$ cat src/rtl/pix_seq_pkg.sv
package pix_seq_pkg;

  localparam int LINE_COUNT = 6;

  // Packed so that bit 0 is pwrOn and bit 5 is latchStb
  typedef struct packed {
    logic latchStb;
    logic calStrobe;
    logic rdStrobe;
    logic clampRst;
    logic diodeRst;
    logic pwrOn;
  } lineWord_t;

  // Strobes from control to datapath
  typedef struct packed {
    logic play;
    logic shift;
    logic frameStart;
  } seqCmd_t;

endpackage

$ cat src/rtl/pix_seq_ctrl.sv
module pix_seq_ctrl
  import pix_seq_pkg::*;
#(
  parameter int STEPS    = 16,
  parameter int NUM_ROWS = 128,
  localparam int STEP_W  = $clog2(STEPS),
  localparam int ROW_W   = $clog2(NUM_ROWS)
) (
  input  logic              clk,
  input  logic              rst,
  input  logic              progEn,
  input  logic              progStrobe,
  input  logic              runEn,
  output seqCmd_t           cmd,
  output logic [STEP_W-1:0] stepIdx,
  output logic [ROW_W-1:0]  rowIdx
);

  localparam logic [STEP_W-1:0] LAST_STEP = STEP_W'(STEPS - 1);
  localparam logic [ROW_W-1:0]  LAST_ROW  = ROW_W'(NUM_ROWS - 1);

  logic [STEP_W-1:0] stepCnt;
  logic [ROW_W-1:0]  rowCnt;
  logic              stepWrap;

  assign stepWrap       = (stepCnt == LAST_STEP);
  assign cmd.play       = !rst && runEn && !progEn;
  assign cmd.shift      = !rst && progEn && progStrobe;
  assign cmd.frameStart = cmd.play && (stepCnt == '0) && (rowCnt == '0);

  always_ff @(posedge clk) begin
    if (rst) begin
      stepCnt <= '0;
      rowCnt  <= '0;
    end else if (cmd.play) begin
      if (stepWrap) begin
        stepCnt <= '0;
        rowCnt  <= (rowCnt == LAST_ROW) ? '0 : rowCnt + 1'b1;
      end else begin
        stepCnt <= stepCnt + 1'b1;
      end
    end
  end

  assign stepIdx = stepCnt;
  assign rowIdx  = rowCnt;

  // one step per played cycle, modulo the slot length
  assert_step_advance_R2: assert property (@(posedge clk) disable iff (rst)
    cmd.play |=> stepCnt == (($past(stepCnt) == LAST_STEP) ? '0 : $past(stepCnt) + 1'b1));

  // row moves only at the end of a slot, wrapping after the last row
  assert_row_advance_R3: assert property (@(posedge clk) disable iff (rst)
    (cmd.play && stepWrap) |=> rowCnt == (($past(rowCnt) == LAST_ROW) ? '0 : $past(rowCnt) + 1'b1));

  assert_row_steady_R3: assert property (@(posedge clk) disable iff (rst)
    (cmd.play && !stepWrap) |=> $stable(rowCnt));

  // counters hold when not playing
  assert_hold_stopped_R6: assert property (@(posedge clk) disable iff (rst)
    !runEn |=> ($stable(stepCnt) && $stable(rowCnt)));

  // programming mode blocks the step counter
  assert_prog_blocks_R7: assert property (@(posedge clk) disable iff (rst)
    progEn |=> $stable(stepCnt));

endmodule

$ cat src/rtl/pix_seq_dpath.sv
module pix_seq_dpath
  import pix_seq_pkg::*;
#(
  parameter int STEPS    = 16,
  parameter int NUM_ROWS = 128,
  localparam int STEP_W  = $clog2(STEPS),
  localparam int ROW_W   = $clog2(NUM_ROWS),
  localparam int STORE_W = STEPS * LINE_COUNT
) (
  input  logic              clk,
  input  logic              rst,
  input  seqCmd_t           cmd,
  input  logic [STEP_W-1:0] stepIdx,
  input  logic [ROW_W-1:0]  rowIdx,
  input  logic              progBit,
  output lineWord_t         lineOut,
  output logic [ROW_W-1:0]  rowOut,
  output logic              syncOut
);

  logic [STORE_W-1:0] patStore;
  lineWord_t          stepWord [STEPS];
  lineWord_t          selWord;
  lineWord_t          lineReg;
  logic [ROW_W-1:0]   rowReg;
  logic               syncReg;

  // Pattern store: no reset, so it survives a sequencer restart
  always_ff @(posedge clk) begin
    if (cmd.shift) patStore <= {patStore[STORE_W-2:0], progBit};
  end

  for (genvar g = 0; g < STEPS; g++) begin : g_unpack
    assign stepWord[g] = patStore[g*LINE_COUNT +: LINE_COUNT];
  end

  assign selWord = stepWord[stepIdx];

  always_ff @(posedge clk) begin
    if (rst) begin
      lineReg <= '0;
      rowReg  <= '0;
      syncReg <= 1'b0;
    end else begin
      lineReg <= cmd.play ? selWord : '0;
      rowReg  <= rowIdx;
      syncReg <= cmd.frameStart;
    end
  end

  assign lineOut = lineReg;
  assign rowOut  = rowReg;
  assign syncOut = syncReg;

  // outputs quiet on the cycle after a non-playing edge
  assert_quiet_idle_R6: assert property (@(posedge clk) disable iff (rst)
    !cmd.play |=> (lineReg == '0) && !syncReg);

  // registers are clear right after reset is released
  assert_reset_clear_R8: assert property (@(posedge clk) disable iff (rst)
    $fell(rst) |-> (lineReg == '0) && (rowReg == '0) && !syncReg);

  // the frame marker only appears on row 0 and never twice in a row
  assert_sync_row0_R5: assert property (@(posedge clk) disable iff (rst)
    syncReg |-> (rowReg == '0));

  assert_sync_single_R5: assert property (@(posedge clk) disable iff (rst)
    syncReg |=> !syncReg);

endmodule

$ cat src/rtl/pix_row_sequencer.sv
module pix_row_sequencer
  import pix_seq_pkg::*;
#(
  parameter int STEPS    = 16,
  parameter int NUM_ROWS = 128,
  localparam int STEP_W  = $clog2(STEPS),
  localparam int ROW_W   = $clog2(NUM_ROWS)
) (
  input  logic             clk,
  input  logic             rst,
  input  logic             progEn,
  input  logic             progStrobe,
  input  logic             progBit,
  input  logic             runEn,
  output logic             pwrOn,
  output logic             diodeRst,
  output logic             clampRst,
  output logic             rdStrobe,
  output logic             calStrobe,
  output logic             latchStb,
  output logic [ROW_W-1:0] rowSel,
  output logic             frameSync
);

  seqCmd_t           cmd;
  logic [STEP_W-1:0] stepIdx;
  logic [ROW_W-1:0]  rowIdx;
  lineWord_t         lineOut;

  pix_seq_ctrl #(.STEPS(STEPS), .NUM_ROWS(NUM_ROWS)) u_ctrl (
    .clk        (clk),
    .rst        (rst),
    .progEn     (progEn),
    .progStrobe (progStrobe),
    .runEn      (runEn),
    .cmd        (cmd),
    .stepIdx    (stepIdx),
    .rowIdx     (rowIdx)
  );

  pix_seq_dpath #(.STEPS(STEPS), .NUM_ROWS(NUM_ROWS)) u_dpath (
    .clk     (clk),
    .rst     (rst),
    .cmd     (cmd),
    .stepIdx (stepIdx),
    .rowIdx  (rowIdx),
    .progBit (progBit),
    .lineOut (lineOut),
    .rowOut  (rowSel),
    .syncOut (frameSync)
  );

  assign pwrOn     = lineOut.pwrOn;
  assign diodeRst  = lineOut.diodeRst;
  assign clampRst  = lineOut.clampRst;
  assign rdStrobe  = lineOut.rdStrobe;
  assign calStrobe = lineOut.calStrobe;
  assign latchStb  = lineOut.latchStb;

endmodule

$ cat config.mk
export PLATFORM = sky130hd
export DESIGN_NAME = pix_row_sequencer
export DESIGN_NICKNAME = d
export VERILOG_FILES = /design/src/rtl/pix_seq_pkg.sv /design/src/rtl/pix_seq_ctrl.sv /design/src/rtl/pix_seq_dpath.sv /design/src/rtl/pix_row_sequencer.sv
export SDC_FILE = /design/constraint.sdc
export NUM_CORES = 1
export LEC_CHECK = 0
export ABC_AREA = 1
export BUFFER_PORTS_ARGS = -buffer_cell sky130_fd_sc_hd__buf_4
export CAP_MARGIN = 15
export CORE_MARGIN = 1
export CORE_UTILIZATION = 30
export CTS_BUF_LIST = sky130_fd_sc_hd__clkbuf_16
export CTS_CLUSTER_DIAMETER = 30
export DETAILED_ROUTE_END_ITERATION = 16
export GPL_ROUTABILITY_DRIVEN = 0
export PLACE_DENSITY_LB_ADDON = 0.15
export SYNTH_ARGS = -nofsm -noshare
export SYNTH_HDL_FRONTEND = slang
export SYNTH_SLANG_ARGS = --single-unit
$ cat constraint.sdc
create_clock -name clk -period 5.3 [get_ports clk]
set_input_delay 0.265 -clock clk [delete_from_list [all_inputs] [get_ports clk]]
set_output_delay 0.265 -clock clk [all_outputs]
set_load 0.02 [all_outputs]
Yosys cells after proc, flatten, opt, wreduce, memory -nomap -nowiden
Cells that the tools add are included.
{"block": "op_classes", "addsub": 2, "order_cmp": 1, "n_eq_ne": 2, "mux": 5, "n_bitwise": 2, "reduce_logical": 12}
{"operator": "$bmux W6 S4", "n": 1}
{"operator": "$mux W6", "n": 2}
{"operator": "$add A7 B1 Y7 const B", "n": 1}
{"operator": "$eq A7 B7 Y1 const B", "n": 1}
{"operator": "$logic_not A7 Y1", "n": 1}
{"operator": "$mux W7", "n": 1}
{"operator": "$logic_and A1 B1 Y1", "n": 6}
{"operator": "$ge A5 B5 Y1 const B", "n": 1}
{"operator": "$not A4 Y5", "n": 1}
{"operator": "$add A4 B1 Y4 const B", "n": 1}
{"operator": "$eq A4 B4 Y1 const B", "n": 1}
{"operator": "$logic_not A4 Y1", "n": 1}
{"operator": "$mux W4", "n": 1}
{"operator": "$logic_not A1 Y1", "n": 2}
{"operator": "$reduce_and A2 Y1", "n": 1}
{"operator": "$reduce_or A2 Y1", "n": 1}
{"operator": "$not A1 Y1", "n": 1}
{"block": "word_totals", "regBits": 121, "inputBits": 6, "out_inout_bits": 14, "wordCells": 35}

Depth between registers and ports, before layout
{"block": "depth", "word_depth": 5, "depth_mapped": 10, "depth_no_buf": 8}

Cells and area by module
From an unflattened synthesis, not the netlist that was laid out.
{"block": "hier_totals", "hier_cells": 502, "hier_area_um2": 5033.6}
{"mod": "pix_seq_dpath", "n_inst": 1, "cells_each": 408, "area_per_inst_um2": 4390.5, "seq_area_each_um2": 3163.0}
{"mod": "pix_seq_ctrl", "n_inst": 1, "cells_each": 94, "area_per_inst_um2": 643.1, "seq_area_each_um2": 220.2}

Worst setup path before layout
Ideal clock, no wire load.
{"block": "synth_path", "path_kind": "input-to-reg", "start": "in rst", "end": "reg u_dpath.patStore[0] (enable)", "setup_ns": 0.554, "arrival_ns": 4.444, "t_required_ns": 4.746, "path_slack_ns": 0.302, "stages": 2, "path_buffers": 1, "cell_sequence": "buf_2 > nor2_1"}
{"item": "start: declaration", "line_no": "pix_row_sequencer.sv:10", "rtl": "input logic rst,"}
{"item": "end signal: assignment", "line_no": "pix_seq_dpath.sv:30", "rtl": "if (cmd.shift) patStore <= {patStore[STORE_W-2:0], progBit};"}
{"item": "end: declaration", "line_no": "pix_seq_dpath.sv:21", "rtl": "logic [STORE_W-1:0] patStore;"}

Worst setup path in the final report
{"block": "layout_path", "start": "reg u_ctrl.stepCnt[0] (netlist: u_ctrl.stepIdx[0])", "end": "reg u_dpath.lineReg (netlist bit u_dpath.lineOut[5])"}
{"block": "layout_via", "elab_chain_cells": 4}
{"item": "start: declaration", "line_no": "pix_seq_ctrl.sv:22", "rtl": "logic [STEP_W-1:0] stepCnt;"}
{"item": "start signal: assignment", "line_no": "pix_seq_ctrl.sv:40", "rtl": "stepCnt <= stepCnt + 1'b1;"}
{"item": "$not A4 Y5 (not written as such)", "line_no": "pix_seq_dpath.sv:37", "rtl": "assign selWord = stepWord[stepIdx];"}
{"item": "$bmux W6 S4", "line_no": "pix_seq_dpath.sv:37"}
{"item": "$mux W6 (not written as such) (2 in series)", "line_no": "pix_seq_dpath.sv:37"}
{"item": "end signal: assignment", "line_no": "pix_seq_dpath.sv:45", "rtl": "lineReg <= cmd.play ? selWord : '0;"}
{"item": "end: declaration", "line_no": "pix_seq_dpath.sv:24", "rtl": "lineWord_t lineReg;"}
No other way between the ends. The select of a mux whose other input is x is not followed.
A chain may end at the register's enable or synchronous reset.

==> impl_metrics.toml <==
[yosys]
synth.avg_cell_area_sq_um = 10.1
synth_cell_types = 25
synth_compound_area_frac = 0.0201
syn-cell-area_sq_um = 5170
synth_ff_type = "edfxtp_1"
synthAdderAreaFrac = 0.00968
synth_xor_xnor_area_share = 0
synth.area.mux_share = 0
synth-async-reset-ratio = 0
seq_area_frac_synth = 0.654
synthCells = 511
synthTopCellsByArea = "edfxtp_1 56%, nand2_1 13%, dfxtp_1 9.7%"
synth-simple-area-share = 0.225
yosys.area.top_type_share = 0.557
ys_ff_latch = 121
yosysTopAreaCell = "edfxtp_1"
synth_fp_nets = 521
ys_warn_count = 0
synth-edff-count = 96
synth_top_family_by_area = "simple AND/OR/NAND/NOR gates"

[sta]
fin_skew_ps = 7.49
max_slew_margin = 0.280
rsz0062_at_grt = "false"
worstMarginPinSlew_ps = 1080
hold_viol = 0
setup_tns_ps = 0
drv_slew = 0
setup-violations-final = 0
finalCritPeriodShare = 0.429
fmax_mhz = 439
min_period_ps = 2280

[die]
fp.dieW_um = 133
io_pins = 20
dieArea_sq_um = 17800
initial_core_util = 0.310
fp.coreArea_sq_um = 16700
die_h_um = 133
num_rows = 47

[critical_path]
crit_top_cell = "nand3_1"
start_kind = "register"
timing.rr.start = "u_ctrl.stepIdx[0]"
rr_worst_depth = 6
cp_max_fo = 52
end_kind = "register"
critical-path-max-stage-delay_ps = 1010
arrival_ps = 2600
required_ps = 5630
critPathKind = "reg2reg"
rrSetupSlack_ps = 3020
cp_cell_sequence = "inv_4, nand2_1, nand3_1, nand3_1, nand3_1, a21oi_2"
slowest_stage = "dfxtp_2"
r2r-end = "u_dpath.lineOut[5]"

[global_route]
grt-ovfl-total = 0
grt_max_degree = 58
grt_pass1_wl_um = 17300
grt_antenna_before_repair = 0
grt_pass1_vias = 3361
grt_use_total = 0.130

[run]
maxCapViolCount = 0

[finish]
nNetsFinal = 541
layout_commonest_cell = "nand2_1"
register_area_sq_um = 3380
n_fill_cell = 1713
multi_input_area_sq_um = 1320
stdcell_count = 764
final_cell_mix = "182 x nand2_1, 96 x edfxtp_1, 81 x inv_1"
antennaDiodeCount = 0
synthToLayoutAreaGrowth_pct = 16.0
drive_gt1_frac = 0.119

[worst_hold_path]
holdPathStages = 1
hp-class = "in2reg"
holdPathEnd = "u_dpath.patStore[0]"
hp-start = "progBit"

[cts]
clock_latency_ps = 410
cts_sinks = 121
numCtsBuffers = 17
cts_tree = "built"
clock_tree.buffer_depth = 2
cts_setup_buffers = 0
cts_resized = 0
postCtsHoldBufs = 0
clkTransAtPathRegs_ps = 50
cts_root_buf = "clkbuf_16"
htreeDepth = 4

[power_and_ir_drop]
power_density_nw_per_um2 = 369
vdd_ir_drop_max_uv = 239
leakage_nw = 2.55

[placed_design]
portBuffers = 19
dp_hpwl_um = 6660
dp.cells = 732

[status]
outcome = "completed"

[routing]
wl_per_cell_um = 13.8
drc = 0
drtIter0Drc = 179
drt-vias-per-instance = 4.30
num_vias = 3288
postRouteAntennaNets = 0
drt-pass1-iter-count = 4
wirelength_um = 10600
[cell usage after synthesis (2+ instances only)]
library cell / n
a21oi_1: 6
a21oi_2: 6
buf_2: 8
buf_4: 5
buf_6: 7
dfxtp_1: 25
edfxtp_1: 96
ha_1: 4
inv_1: 79
inv_2: 2
inv_4: 2
nand2_1: 182
nand3_1: 56
nand3_4: 2
nand4_1: 3
nor2_1: 14
nor2_2: 2
nor3_1: 3
nor3b_2: 2
o21ai_0: 2
[flip-flops by register name, indices dropped and copies added (netlist names)]
name,count
u_ctrl.rowIdx,7
u_ctrl.stepIdx,4
u_dpath.lineOut,6
u_dpath.patStore,96
u_dpath.rowOut,7
u_dpath.syncOut,1
[cell type report]
cell class / instances / area share
clock buffer: 17 / 0.0709
tap: 220 / 0.0459
multi-input combinational: 287 / 0.220
clock inverter: 15 / 0.0196
sequential: 121 / 0.564
inverter: 83 / 0.0528
timing repair buffer: 21 / 0.0263
[worst max-delay path, delay by kind of cell, from the launching register on]
kind | cells | cell delay [ps]
flip-flops | 1 | 1010
AND/OR/NAND/NOR | 4 | 490
buffers and inverters | 1 | 450
AO/OA/AOI/OAI | 1 | 200
[how the worst max path moves through the flow]
stage | startpoint | to | slack (ps) | cells past startpoint
floorplan | rst | u_dpath.patStore[0] | 300 | 2
CTS | u_ctrl.stepIdx[0] | u_dpath.lineOut[1] | 2990 | 6
global placement | rst | u_dpath.patStore[71] | 2870 | 3
finish | u_ctrl.stepIdx[0] | u_dpath.lineOut[5] | 3020 | 6
global route | u_ctrl.stepIdx[0] | u_dpath.lineOut[1] | 2800 | 8
detailed placement | rst | u_dpath.patStore[86] | 2770 | 3
[power breakdown]
part / total (mW) / switching, mW / internal (mW)
Sequential: 1.06 / 0.0158 / 1.04
Combinational: 0.0850 / 0.0591 / 0.0259
Clock: 1.07 / 0.399 / 0.673
Total: 2.22 / 0.474 / 1.74
[per-layer routing]
layer	wire length (um)	up-vias	track usage
met3	325	11	0.0392
met4	162	0	0.0549
met5	0	-	0
met2	4620	36	0.192
li1	-	1674	-
met1	5450	1567	0.175
[stage by stage]
step / util / power [mW] / setup slack, ps / cell area, sq um / hold WS (ps)
after floorplan: - / 1.14 / 302 / 5170 / 364
after CTS: 0.359 / 2.25 / 2990 / 6000 / 10.7
final: 0.359 / 2.22 / 3020 / 6000 / 31.9
after global routing: 0.359 / 2.30 / 2800 / 6000 / 13.8
after global placement: 0.327 / 1.17 / 2870 / 5460 / 429
after detailed placement: 0.327 / 1.17 / 2770 / 5460 / 435
[cells by family (layout without fill, tap and decap cells)]
family                   after synthesis  after routing
AND/OR/NAND/NOR                      267            267
flip-flops                           121            121
buffers and inverters                103            136
AO/OA/AOI/OAI                         16             16
adder cells (fa/ha/maj)                4              4
Note: power is estimated with default switching activity, not from simulation.
